**config.mk**
```make
export PLATFORM = sky130hd
export DESIGN_NAME = prio_ready_queue
export DESIGN_NICKNAME = d
export VERILOG_FILES = /design/src/rtl/rq_pkg.sv /design/src/rtl/rq_op_sel.sv /design/src/rtl/rq_cell.sv /design/src/rtl/prio_ready_queue.sv
export SDC_FILE = /design/constraint.sdc
export NUM_CORES = 1
export LEC_CHECK = 0
export BUFFER_PORTS_ARGS = -buffer_cell sky130_fd_sc_hd__buf_2
export CAP_MARGIN = 10
export CORE_MARGIN = 4
export CORE_UTILIZATION = 43
export DETAILED_ROUTE_END_ITERATION = 7
export GPL_TIMING_DRIVEN = 0
export PLACE_DENSITY = 0.66
export RECOVER_POWER = 50
export SYNTH_ARGS = -nofsm -noshare
export SYNTH_HDL_FRONTEND = slang
export SYNTH_HIERARCHICAL = 1
export SYNTH_SLANG_ARGS = --single-unit
```
**constraint.sdc**
```tcl
create_clock -name clk -period 13 [get_ports clk]
set_clock_uncertainty 0.05 [all_clocks]
set_input_delay 3.9 -clock clk [delete_from_list [all_inputs] [get_ports clk]]
set_output_delay 3.9 -clock clk [all_outputs]
set_load 0.005 [all_outputs]
```
**src/rtl/rq_pkg.sv**
```systemverilog
package rq_pkg;
    localparam int unsigned RQ_ID_W  = 4;
    localparam int unsigned RQ_KEY_W = 8;

    typedef struct packed {
        logic                vld;
        logic [RQ_ID_W-1:0]  id;
        logic [RQ_KEY_W-1:0] key;
    } rq_entry_t;

    typedef enum logic [1:0] {
        OP_NONE = 2'd0,
        OP_INS  = 2'd1,
        OP_REM  = 2'd2,
        OP_POP  = 2'd3
    } rq_op_e;
endpackage

```
**src/rtl/rq_op_sel.sv**
```systemverilog
module rq_op_sel
    import rq_pkg::*;
(
    input  logic   pop,
    input  logic   rem_valid,
    input  logic   ins_valid,
    input  logic   full,
    output rq_op_e op
);
    // Fixed precedence: pop, then remove, then insert (insert only with a free cell)
    always_comb begin
        if (pop)                     op = OP_POP;
        else if (rem_valid)          op = OP_REM;
        else if (ins_valid && !full) op = OP_INS;
        else                         op = OP_NONE;
    end
endmodule

```
**src/rtl/rq_cell.sv**
```systemverilog
module rq_cell
    import rq_pkg::*;
(
    input  logic               clk,
    input  logic               rst_n,
    input  rq_op_e             op,
    input  rq_entry_t          new_ent,
    input  logic [RQ_ID_W-1:0] rem_id,
    input  rq_entry_t          prev_ent,
    input  rq_entry_t          next_ent,
    input  logic               prev_win,
    input  logic               prev_hit,
    output logic               win,
    output logic               hit,
    output rq_entry_t          ent
);
    rq_entry_t ent_d, ent_q;

    always_comb begin
        // New entry belongs ahead of this cell's entry (strict: ties stay behind)
        win   = !ent_q.vld || (new_ent.key < ent_q.key);
        // A matching entry exists at or ahead of this cell
        hit   = prev_hit || (ent_q.vld && (ent_q.id == rem_id));
        ent_d = ent_q;
        unique case (op)
            OP_INS: begin
                if (prev_win)  ent_d = prev_ent;
                else if (win)  ent_d = new_ent;
            end
            OP_REM: begin
                if (hit)       ent_d = next_ent;
            end
            OP_POP:            ent_d = next_ent;
            default: ;
        endcase
    end

    always_ff @(posedge clk) begin
        if (!rst_n) ent_q <= '0;
        else        ent_q <= ent_d;
    end

    assign ent = ent_q;
endmodule

```
**src/rtl/prio_ready_queue.sv**
```systemverilog
module prio_ready_queue
    import rq_pkg::*;
#(
    parameter int unsigned DEPTH = 16
) (
    input  logic                clk,
    input  logic                rst_n,
    input  logic                ins_valid,
    input  logic [RQ_ID_W-1:0]  ins_id,
    input  logic [RQ_KEY_W-1:0] ins_key,
    input  logic                rem_valid,
    input  logic [RQ_ID_W-1:0]  rem_id,
    input  logic                pop,
    output logic                head_valid,
    output logic [RQ_ID_W-1:0]  head_id,
    output logic [RQ_KEY_W-1:0] head_key,
    output logic                full
);
    localparam int unsigned KEY_FLAT_W = DEPTH * RQ_KEY_W;

    rq_op_e    op;
    rq_entry_t new_ent;
    rq_entry_t ent  [DEPTH];
    logic      win  [DEPTH];
    logic      hit  [DEPTH];
    logic [DEPTH-1:0]      vld_vec;
    logic [KEY_FLAT_W-1:0] key_flat;

    assign new_ent = '{vld: 1'b1, id: ins_id, key: ins_key};

    rq_op_sel u_sel (
        .pop       (pop),
        .rem_valid (rem_valid),
        .ins_valid (ins_valid),
        .full      (full),
        .op        (op)
    );

    for (genvar g = 0; g < DEPTH; g++) begin : g_cell
        rq_entry_t prev_e, next_e;
        logic      prev_w, prev_h;

        if (g == 0) begin : g_first
            assign prev_e = '0;
            assign prev_w = 1'b0;
            assign prev_h = 1'b0;
        end else begin : g_mid
            assign prev_e = ent[g-1];
            assign prev_w = win[g-1];
            assign prev_h = hit[g-1];
        end

        if (g == DEPTH-1) begin : g_last
            assign next_e = '0;
        end else begin : g_inner
            assign next_e = ent[g+1];
        end

        rq_cell u_cell (
            .clk      (clk),
            .rst_n    (rst_n),
            .op       (op),
            .new_ent  (new_ent),
            .rem_id   (rem_id),
            .prev_ent (prev_e),
            .next_ent (next_e),
            .prev_win (prev_w),
            .prev_hit (prev_h),
            .win      (win[g]),
            .hit      (hit[g]),
            .ent      (ent[g])
        );

        assign vld_vec[g]                     = ent[g].vld;
        assign key_flat[g*RQ_KEY_W +: RQ_KEY_W] = ent[g].key;
    end

    assign head_valid = ent[0].vld;
    assign head_id    = ent[0].id;
    assign head_key   = ent[0].key;
    assign full       = ent[DEPTH-1].vld;
endmodule

```
=== Yosys cells after proc, flatten, opt, wreduce, memory -nomap -nowiden ===
Index checks and enable logic that the tools add are counted.

* Flip-flop bits (word level): 208

* Reductions and logical operators: 81
* Equal/unequal tests: 51
* Mux-type cells: 66
* Order comparisons: 16

{| class="wikitable"
|+ Operators by type and width
! operator !! count
|-
| $pmux 13 s3 || 16
|-
| $mux 13 || 47
|-
| $lt 8x8->1 || 16
|-
| $eq 4x4->1 || 16
|-
| $reduce_and 3->1 || 16
|-
| $ne 3x1->1 const B || 13
|-
| $ne 2x1->1 const B || 17
|-
| $logic_or 1x1->1 || 31
|-
| $logic_and 1x1->1 || 17
|-
| $logic_not 1->1 || 16
|-
| $ne 3x2->1 const B || 2
|-
| $eq 2x2->1 const B || 2
|-
| $mux 2 || 2
|-
| $reduce_bool 3->1 || 1
|-
| $eq 2x1->1 const B || 1
|-
| $mux 1 || 1
|}

=== Longest topological paths before layout ===
Gate-level depths: netlist of the first run.

* Word-level depth: 19
* Mapped depth: 21

=== Modules after synthesis ===
Netlist of the first run, hierarchy kept.

{| class="wikitable"
|+ Modules (own cells, without submodules)
! module !! seq. area each (um^2) !! instances !! area each (um^2) !! cells an instance
|-
| rq_cell || 260.2 || 16 || 1046.0 || 137
|-
| rq_op_sel || 0.0 || 1 || 17.5 || 3
|-
| prio_ready_queue || 0.0 || 1 || 7.5 || 2
|}

=== Worst setup path before layout of the first run ===
OpenSTA, ideal clock, no wires.

* Path type: input to register
* Start: input port rem_id[2]
* End: register g_cell[15].u_cell.ent_q, in the netlist g_cell[15].u_cell/ent[12]
* Required time: 12.835 ns
* Path slack: 4.690 ns
* Path buffers: 0
* Stages: 20
* Arrival: 8.145 ns
* Library setup time: 0.115 ns
* Path through: xor2_1 > nor3_1 > a31o_2 > a31o_2 > a31o_2 > a31o_2 > a31o_2 > a31o_2 > a31o_2 > a31o_2 > a31o_2 > a31o_2 > a31o_2 > a31o_2 > a31o_2 > a31o_2 > a31o_2 > a221o_1 > mux2_1 > o21a_1

* Cells in the longest elaborated chain, start to end: 19

{| class="wikitable"
|+ RTL lines
! element !! RTL line !! text
|-
| start, declared || prio_ready_queue.sv:12 || <nowiki>input logic [RQ_ID_W-1:0] rem_id,</nowiki>
|-
| $eq 4x4->1 || rq_cell.sv:23 || <nowiki>hit = prev_hit || (ent_q.vld && (ent_q.id == rem_id));</nowiki>
|-
| $logic_and 1x1->1 || rq_cell.sv:23 ||
|-
| net g_cell[1].prev_h || prio_ready_queue.sv:41 || <nowiki>logic prev_w, prev_h;</nowiki>
|-
| $logic_or 1x1->1 || rq_cell.sv:23 ||
|-
| net g_cell[2].prev_h || prio_ready_queue.sv:41 ||
|-
| $logic_or 1x1->1 || rq_cell.sv:23 ||
|-
| net g_cell[3].prev_h || prio_ready_queue.sv:41 ||
|-
| $logic_or 1x1->1 || rq_cell.sv:23 ||
|-
| net g_cell[4].prev_h || prio_ready_queue.sv:41 ||
|-
| [1 not listed] || n/a ||
|-
| net g_cell[5].prev_h || prio_ready_queue.sv:41 ||
|-
| [1 not listed] || n/a ||
|-
| net g_cell[6].prev_h || prio_ready_queue.sv:41 ||
|-
| [1 not listed] || n/a ||
|-
| net g_cell[7].prev_h || prio_ready_queue.sv:41 ||
|-
| [1 not listed] || n/a ||
|-
| net g_cell[8].prev_h || prio_ready_queue.sv:41 ||
|-
| [1 not listed] || n/a ||
|-
| net g_cell[9].prev_h || prio_ready_queue.sv:41 ||
|-
| [1 not listed] || n/a ||
|-
| net g_cell[10].prev_h || prio_ready_queue.sv:41 ||
|-
| [1 not listed] || n/a ||
|-
| net g_cell[11].prev_h || prio_ready_queue.sv:41 ||
|-
| [1 not listed] || n/a ||
|-
| net g_cell[12].prev_h || prio_ready_queue.sv:41 ||
|-
| [1 not listed] || n/a ||
|-
| net g_cell[13].prev_h || prio_ready_queue.sv:41 ||
|-
| $logic_or 1x1->1 || rq_cell.sv:23 ||
|-
| net g_cell[14].prev_h || prio_ready_queue.sv:41 ||
|-
| $logic_or 1x1->1 || rq_cell.sv:23 ||
|-
| net g_cell[15].prev_h || prio_ready_queue.sv:41 ||
|-
| $logic_or 1x1->1 || rq_cell.sv:23 ||
|-
| $ne 2x1->1 (no line) || n/a ||
|-
| $reduce_and 3->1 (no line) || n/a ||
|-
| end signal, assigned || rq_cell.sv:40 || <nowiki>else ent_q <= ent_d;</nowiki>
|-
| end, declared || rq_cell.sv:17 || <nowiki>rq_entry_t ent_d, ent_q;</nowiki>
|}

The timed path passes the listed nets, and every way through them passes these cells.
A chain may end at the register's enable or synchronous reset.

=== Worst setup path after layout of the first run ===
* Start: input port rem_id[0]
* End: register g_cell[15].u_cell.ent_q, in the netlist g_cell[15].u_cell/ent[5]

The elaborated chain is that of the path after synthesis.

==> flow_summary_export.csv, run 1 <==
group,metric,value,unit
run_status,outcome,"finished, violations left",
run_status,violations,"max-capacitance violations, max-slew violations",
clocking,cts_buffers,26,
critical_path,critPathArrivalTime,9.22,ns
finish,drive_gt1_share,5.48,%
critical_path,crit_path_max_incr_delay,0.54,ns
floorplan,start_util,43.4,%
detailed_routing,via_per_inst,5.57,
finish,final_cell_mix,"nand2_1, mux2i_1, o21ai_0, dfxtp_1, inv_1",
critical_path,path_class,"in -> reg",
clocking,ctsHoldBuffers,0,
global_route,grt_pass1_wl,83100,um
power,p_per_area,89.8,nW/um^2
clocking,cts-htree-levels,1,
detailed_routing,vias,15800,
detailed_routing,dr.first_iter.drc_count,1319,
finish,area_growth,10.8,%
synth,synth_area,16700,um^2
worst_hold_path,min_path_type,"reg -> reg",
floorplan,die_h,205,um
finish,finalInstanceArea,18600,um^2
critical_path,crit_chain,"buf_2 -> xor2_1 -> nor3_1 -> a31o_2 -> a31o_2 -> a31o_2 -> a31o_2 -> a31o_2 -> a31o_2 -> a31o_2 -> a31o_2 -> a31o_2 -> a31o_2 -> a31o_2 -> a31o_2 -> a31o_2 -> a31o_2 -> a31o_2 -> a221o_1 -> o21ai_2 -> buf_6 -> mux2i_1",
critical_path,r2r_cells,21,
floorplan,core-area,38600,um^2
detailed_routing,dr.pass1.iters,6,
sta,relSlewSlack,-86.3,%
placement,io_buffers,33,
clocking,insertion_delay,0.56,ns
floorplan,ioPinCount,35,
global_route,antenna_found_initial,0,
critical_path,crit_end,"g_cell[15].u_cell/ent[5]",
sta,tightest_slew,2.79,ns
critical_path,slowest_stage,"buf_2",
sta,hold_viol_final,0,
power,p_leak,7.86,nW
detailed_routing,drc,0,
critical_path,worst_setup_path_start_kind,"input port",
clocking,cts_root_buf,"clkbuf_16",
placement,routabilityCongestion,0.882,
critical_path,path_common_cell,"a31o_2",
detailed_routing,avgRoutedWirePerCell,18.7,um
critical_path,timing.rr.end,"g_cell[15].u_cell/ent[5]",
clocking,cts_resized,0,
global_route,first_global_vias,15400,
finish,nNetsFinal,2433,
sta,period_needed,8.78,ns
clocking,cts_setup_buffers,0,
job,drv_cap,1,
synth,syn_area_per_cell,7.63,um^2
clocking,cts.clk_slew.worst_paths,0.06,ns
global_route,grt_max_degree,33,
detailed_routing,finalWirelength,53100,um
global_route,track_usage,24.4,%
finish,layout.cells.most_common,"nand2_1",
critical_path,cp_max_fo,16,
power,design_power_total,1.67,mW
power,ir_worst_vdd,0.0901,mV
sta,drv_slew,33,
critical_path,r2r_start,"g_cell[0].u_cell/ent[11]",
floorplan,die_width,205,um
sta,setup_viol,0,
placement,placed_cell_area,17700,um^2
clocking,cts_tree,"built",
floorplan,rows,72,
sta,clock.fmax,0.114,GHz
critical_path,startpoint,"rem_id[0]",
synth,yosys_warnings,6,
sta,rsz0062_at_grt,"no",
placement,dp_hpwl,37100,um
sta,period_share,67.6,%
clocking,clk_path_buf_depth,3,
clocking,numClockSinks,208,
sta,setup_tns,0,ns
critical_path,worstPathRequired,13.43,ns
synth,syn_inst,2195,
finish,n_antenna_cell,0,
detailed_routing,ant_nets,0,
finish,largest_reg_flops,208,
critical_path,reg2reg_setup_slack,7.71,ns
critical_path,crit_path_end_kind,"flop",
global_route,grt.overflow.total,0,
floorplan,die_area,42200,um^2
sta,hold_slack,0.458,ns
[per-stage QoR]
| step | std cells | utilization [%] | worst slack [ns] |
|---|---|---|---|
| 6_report | 2836 | 48.1 | 4.22 |
| 5_1_grt | 2836 | 48.1 | 4.09 |
| 4_1_cts | 2836 | 48.3 | 4.27 |
| 3_5_place_dp | 2790 | 46.0 | 3.70 |
| 3_3_place_gp | 2789 | 46.0 | 3.77 |
| 2_1_floorplan | 2238 | - | 4.70 |
[how the worst min path moves through the flow]
stage	slack, ns	cells past startpoint	to	from
after CTS	0.46	2	g_cell[15].u_cell/ent[1]	g_cell[15].u_cell/ent[1]
after floorplan	0.40	2	g_cell[15].u_cell/ent[1]	g_cell[15].u_cell/ent[1]
after global placement	0.44	2	g_cell[15].u_cell/ent[10]	g_cell[15].u_cell/ent[10]
after global routing	0.48	2	g_cell[15].u_cell/ent[4]	g_cell[15].u_cell/ent[4]
final	0.46	2	g_cell[15].u_cell/ent[1]	g_cell[15].u_cell/ent[1]
after detailed placement	0.45	2	g_cell[15].u_cell/ent[1]	g_cell[15].u_cell/ent[1]
[final cells by class]
cell class	instances	area [um^2]
Clock buffer	37	733
Clock inverter	9	149
Timing Repair Buffer	34	170
Sequential cell	208	4160
Tap cell	518	648
Buffer	144	664
Multi-Input combinational cell	1758	11600
Fill cell	3902	20000
Inverter	128	480
[power breakdown]
group / leakage (nW) / total (mW) / internal (mW) / switching (mW)
Clock: 0.433 / 0.761 / 0.469 / 0.292
Combinational: 5.75 / 0.247 / 0.0867 / 0.160
Sequential: 1.68 / 0.659 / 0.646 / 0.0132
[critical path, delay by kind of cell]
| kind | cells | cell delay, ns |
|---|---|---|
| AO/OA/AOI/OAI | 17 | 4.03 |
| XOR/XNOR | 1 | 0.19 |
| buffers and inverters | 2 | 0.75 |
| multiplexers | 1 | 0.20 |
| AND/OR/NAND/NOR | 1 | 0.11 |
[metal layers]
metal  GRT usage (%)  part of all wire, %  vias to the layer above
li1                -                    -                     7623
met1            32.7                   44                     7485
met2            41.0                   46                      537
met3            2.62                  6.1                      140
met4            8.64                  3.9                        0
met5               0                    0                        -
Note: power is estimated with default switching activity, not from simulation.
==> run 2, diff against run 1 <==
--- a/config.mk
+++ b/config.mk
@@ -5,6 +5,7 @@
 export SDC_FILE = /design/constraint.sdc
 export NUM_CORES = 1
 export LEC_CHECK = 0
+export ABC_AREA = 1
 export BUFFER_PORTS_ARGS = -buffer_cell sky130_fd_sc_hd__buf_2
 export CAP_MARGIN = 10
 export CORE_MARGIN = 4
==> constraint.sdc (replaced) <==
create_clock -name clk -period 8.1 [get_ports clk]
set_clock_uncertainty 0.05 [all_clocks]
set_input_delay 2.43 -clock clk [delete_from_list [all_inputs] [get_ports clk]]
set_output_delay 2.43 -clock clk [all_outputs]
set_load 0.005 [all_outputs]
==> run 2 against run 1 <==
The flow still finishes with violations (max-capacitance violations, max-slew violations); clock power up 75%; non-clock buffer count up 16; setup slack worse by 2.5 ns; register-to-register slack worse by 3.4 ns; sequential power up 99%; wire length up 11%; clock-buffer cell count up 7; synthesized area up 13%; die area up 13%; cell count up 23%; synthesized cell count up 26%; utilization down 0.11 points; largest power group unchanged; highest routed layer is now met5.
==> flow_summary_export.csv, run 2 <==
group,metric,value,unit
run_status,outcome,"finished, violations left",
run_status,violations,"max-capacitance violations, max-slew violations",
critical_path,crit_path_max_incr_delay,1.80,ns
power,ir_worst_vdd,0.147,mV
critical_path,crit_chain,"clkbuf_1 -> ha_1 -> a21oi_1 -> o21a_1 -> nand2_1 -> nand2_1 -> clkbuf_1 -> clkbuf_1 -> mux2i_1 -> o21a_1 -> nand3_1 -> nand2_1 -> nor2_1",
detailed_routing,finalWirelength,59000,um
critical_path,slowest_stage,"clkbuf_1",
critical_path,r2r_cells,40,
floorplan,die_width,218,um
floorplan,ioPinCount,35,
detailed_routing,dr.first_iter.drc_count,1479,
floorplan,die_h,218,um
detailed_routing,via_per_inst,5.28,
job,drv_cap,1,
critical_path,worstPathRequired,8.50,ns
sta,drv_slew,33,
clocking,cts-htree-levels,1,
clocking,cts_resized,0,
clocking,cts_tree,"built",
sta,relSlewSlack,-73.3,%
clocking,cts_setup_buffers,0,
detailed_routing,dr.pass1.iters,6,
floorplan,die_area,47500,um^2
sta,setup_viol,0,
floorplan,core-area,43400,um^2
floorplan,start_util,43.7,%
detailed_routing,avgRoutedWirePerCell,16.9,um
detailed_routing,ant_nets,0,
synth,synth_area,19000,um^2
placement,io_buffers,34,
global_route,grt.overflow.total,0,
clocking,ctsHoldBuffers,0,
critical_path,timing.rr.end,"g_cell[15].u_cell/ent[6]",
clocking,cts_root_buf,"clkbuf_16",
worst_hold_path,min_path_type,"reg -> reg",
finish,finalInstanceArea,20800,um^2
critical_path,cp_max_fo,32,
finish,nNetsFinal,3014,
placement,routabilityCongestion,0.925,
finish,multiInputGateArea,12400,um^2
critical_path,reg2reg_setup_slack,4.27,ns
detailed_routing,drc,0,
critical_path,r2r_start,"g_cell[0].u_cell/ent[12]",
power,p_leak,10.9,nW
floorplan,rows,76,
sta,period_needed,6.41,ns
critical_path,critPathBufInv,3,
clocking,insertion_delay,0.56,ns
sta,rsz0062_at_grt,"no",
finish,n_antenna_cell,0,
clocking,cts_buffers,28,
worst_hold_path,whs_path_depth,2,
detailed_routing,vias,18400,
global_route,grt_max_degree,65,
critical_path,path_class,"in -> reg",
worst_hold_path,min_from,"g_cell[7].u_cell/ent[1]",
sta,setup_tns,0,ns
sta,period_share,79.1,%
finish,area_growth,9.90,%
critical_path,worst_setup_path_start_kind,"input port",
finish,layout.cells.most_common,"nand2_1",
clocking,cts.clk_slew.worst_paths,0.05,ns
critical_path,crit_path_end_kind,"flop",
sta,hold_slack,0.477,ns
finish,regArea,4160,um^2
synth,syn_inst,2775,
worst_hold_path,min_to,"g_cell[7].u_cell/ent[1]",
global_route,track_usage,24.2,%
finish,drive_gt1_share,11.2,%
sta,tightest_slew,2.60,ns
finish,final_cell_mix,"nand2_1, inv_1, nor2_1, nand3_1",
finish,fillCellCount,4387,
global_route,antenna_found_initial,2,
sta,clock.fmax,0.156,GHz
placement,dp_hpwl,41500,um
clocking,numClockSinks,208,
critical_path,crit_family,"buffers and inverters",
sta,hold_viol_final,0,
global_route,first_global_vias,17500,
placement,placed_cell_area,20000,um^2
power,p_per_area,181,nW/um^2
global_route,grt_pass1_wl,93600,um
synth,syn_area_per_cell,6.83,um^2
finish,largest_reg_flops,208,
clocking,clk_path_buf_depth,3,
synth,yosys_warnings,6,
critical_path,critPathArrivalTime,6.81,ns
[run 2: power by group]
part,internal (mW),switching [mW]
registers,1.13,0.176
clock network,0.839,0.488
logic,0.494,0.646
total,2.46,1.31
[run 2: worst max path at each step]
stage | startpoint | endpoint | slack, ns | depth (start not counted)
floorplan | rem_id[2] | g_cell[15].u_cell/ent[0] | 3.10 | 39
global placement | rem_id[0] | g_cell[15].u_cell/ent[7] | 1.76 | 43
detailed placement | rem_id[1] | g_cell[15].u_cell/ent[11] | 1.76 | 43
CTS | rem_id[1] | g_cell[15].u_cell/ent[9] | 2.29 | 43
global route | ins_key[7] | g_cell[5].u_cell/ent[7] | 1.46 | 13
finish | ins_key[7] | g_cell[6].u_cell/ent[5] | 1.69 | 13
[run 2: through the flow]
stage          std cells  total power, mW  utilization [%]  setup slack, ns
2_1_floorplan       2817             2.14                -             3.10
3_3_place_gp        3436             2.42             46.1             1.76
3_5_place_dp        3436             2.46             46.2             1.76
4_1_cts             3485             3.79             48.4             2.29
5_1_grt             3485             3.99             48.0             1.46
6_report            3485             3.77             48.0             1.69
[run 2: area by class of cell]
class,count,share of cell area [%]
multi-input combinational,2142,59.6
clock buffer,44,4.09
sequential,208,20.0
inverter,307,5.53
buffer,160,5.92
clock inverter,5,0.601
tap,585,3.51
timing repair buffer,34,0.763
[run 2: routing by layer]
layer | vias up | part of all wire, % | track usage [%]
li1 | 9170 | - | -
met1 | 8445 | 44 | 32.1
met2 | 620 | 46 | 39.9
met3 | 150 | 6.5 | 3.62
met4 | 4 | 3.4 | 8.66
met5 | - | 0.059 | 0
[run 2: worst reg2reg max path: cells and delay by family, from the launching register on]
| family | cells | cell delay (ns) |
|---|---|---|
| AND/OR/NAND/NOR | 24 | 2.10 |
| buffers and inverters | 16 | 1.04 |
| flip-flops | 1 | 0.52 |
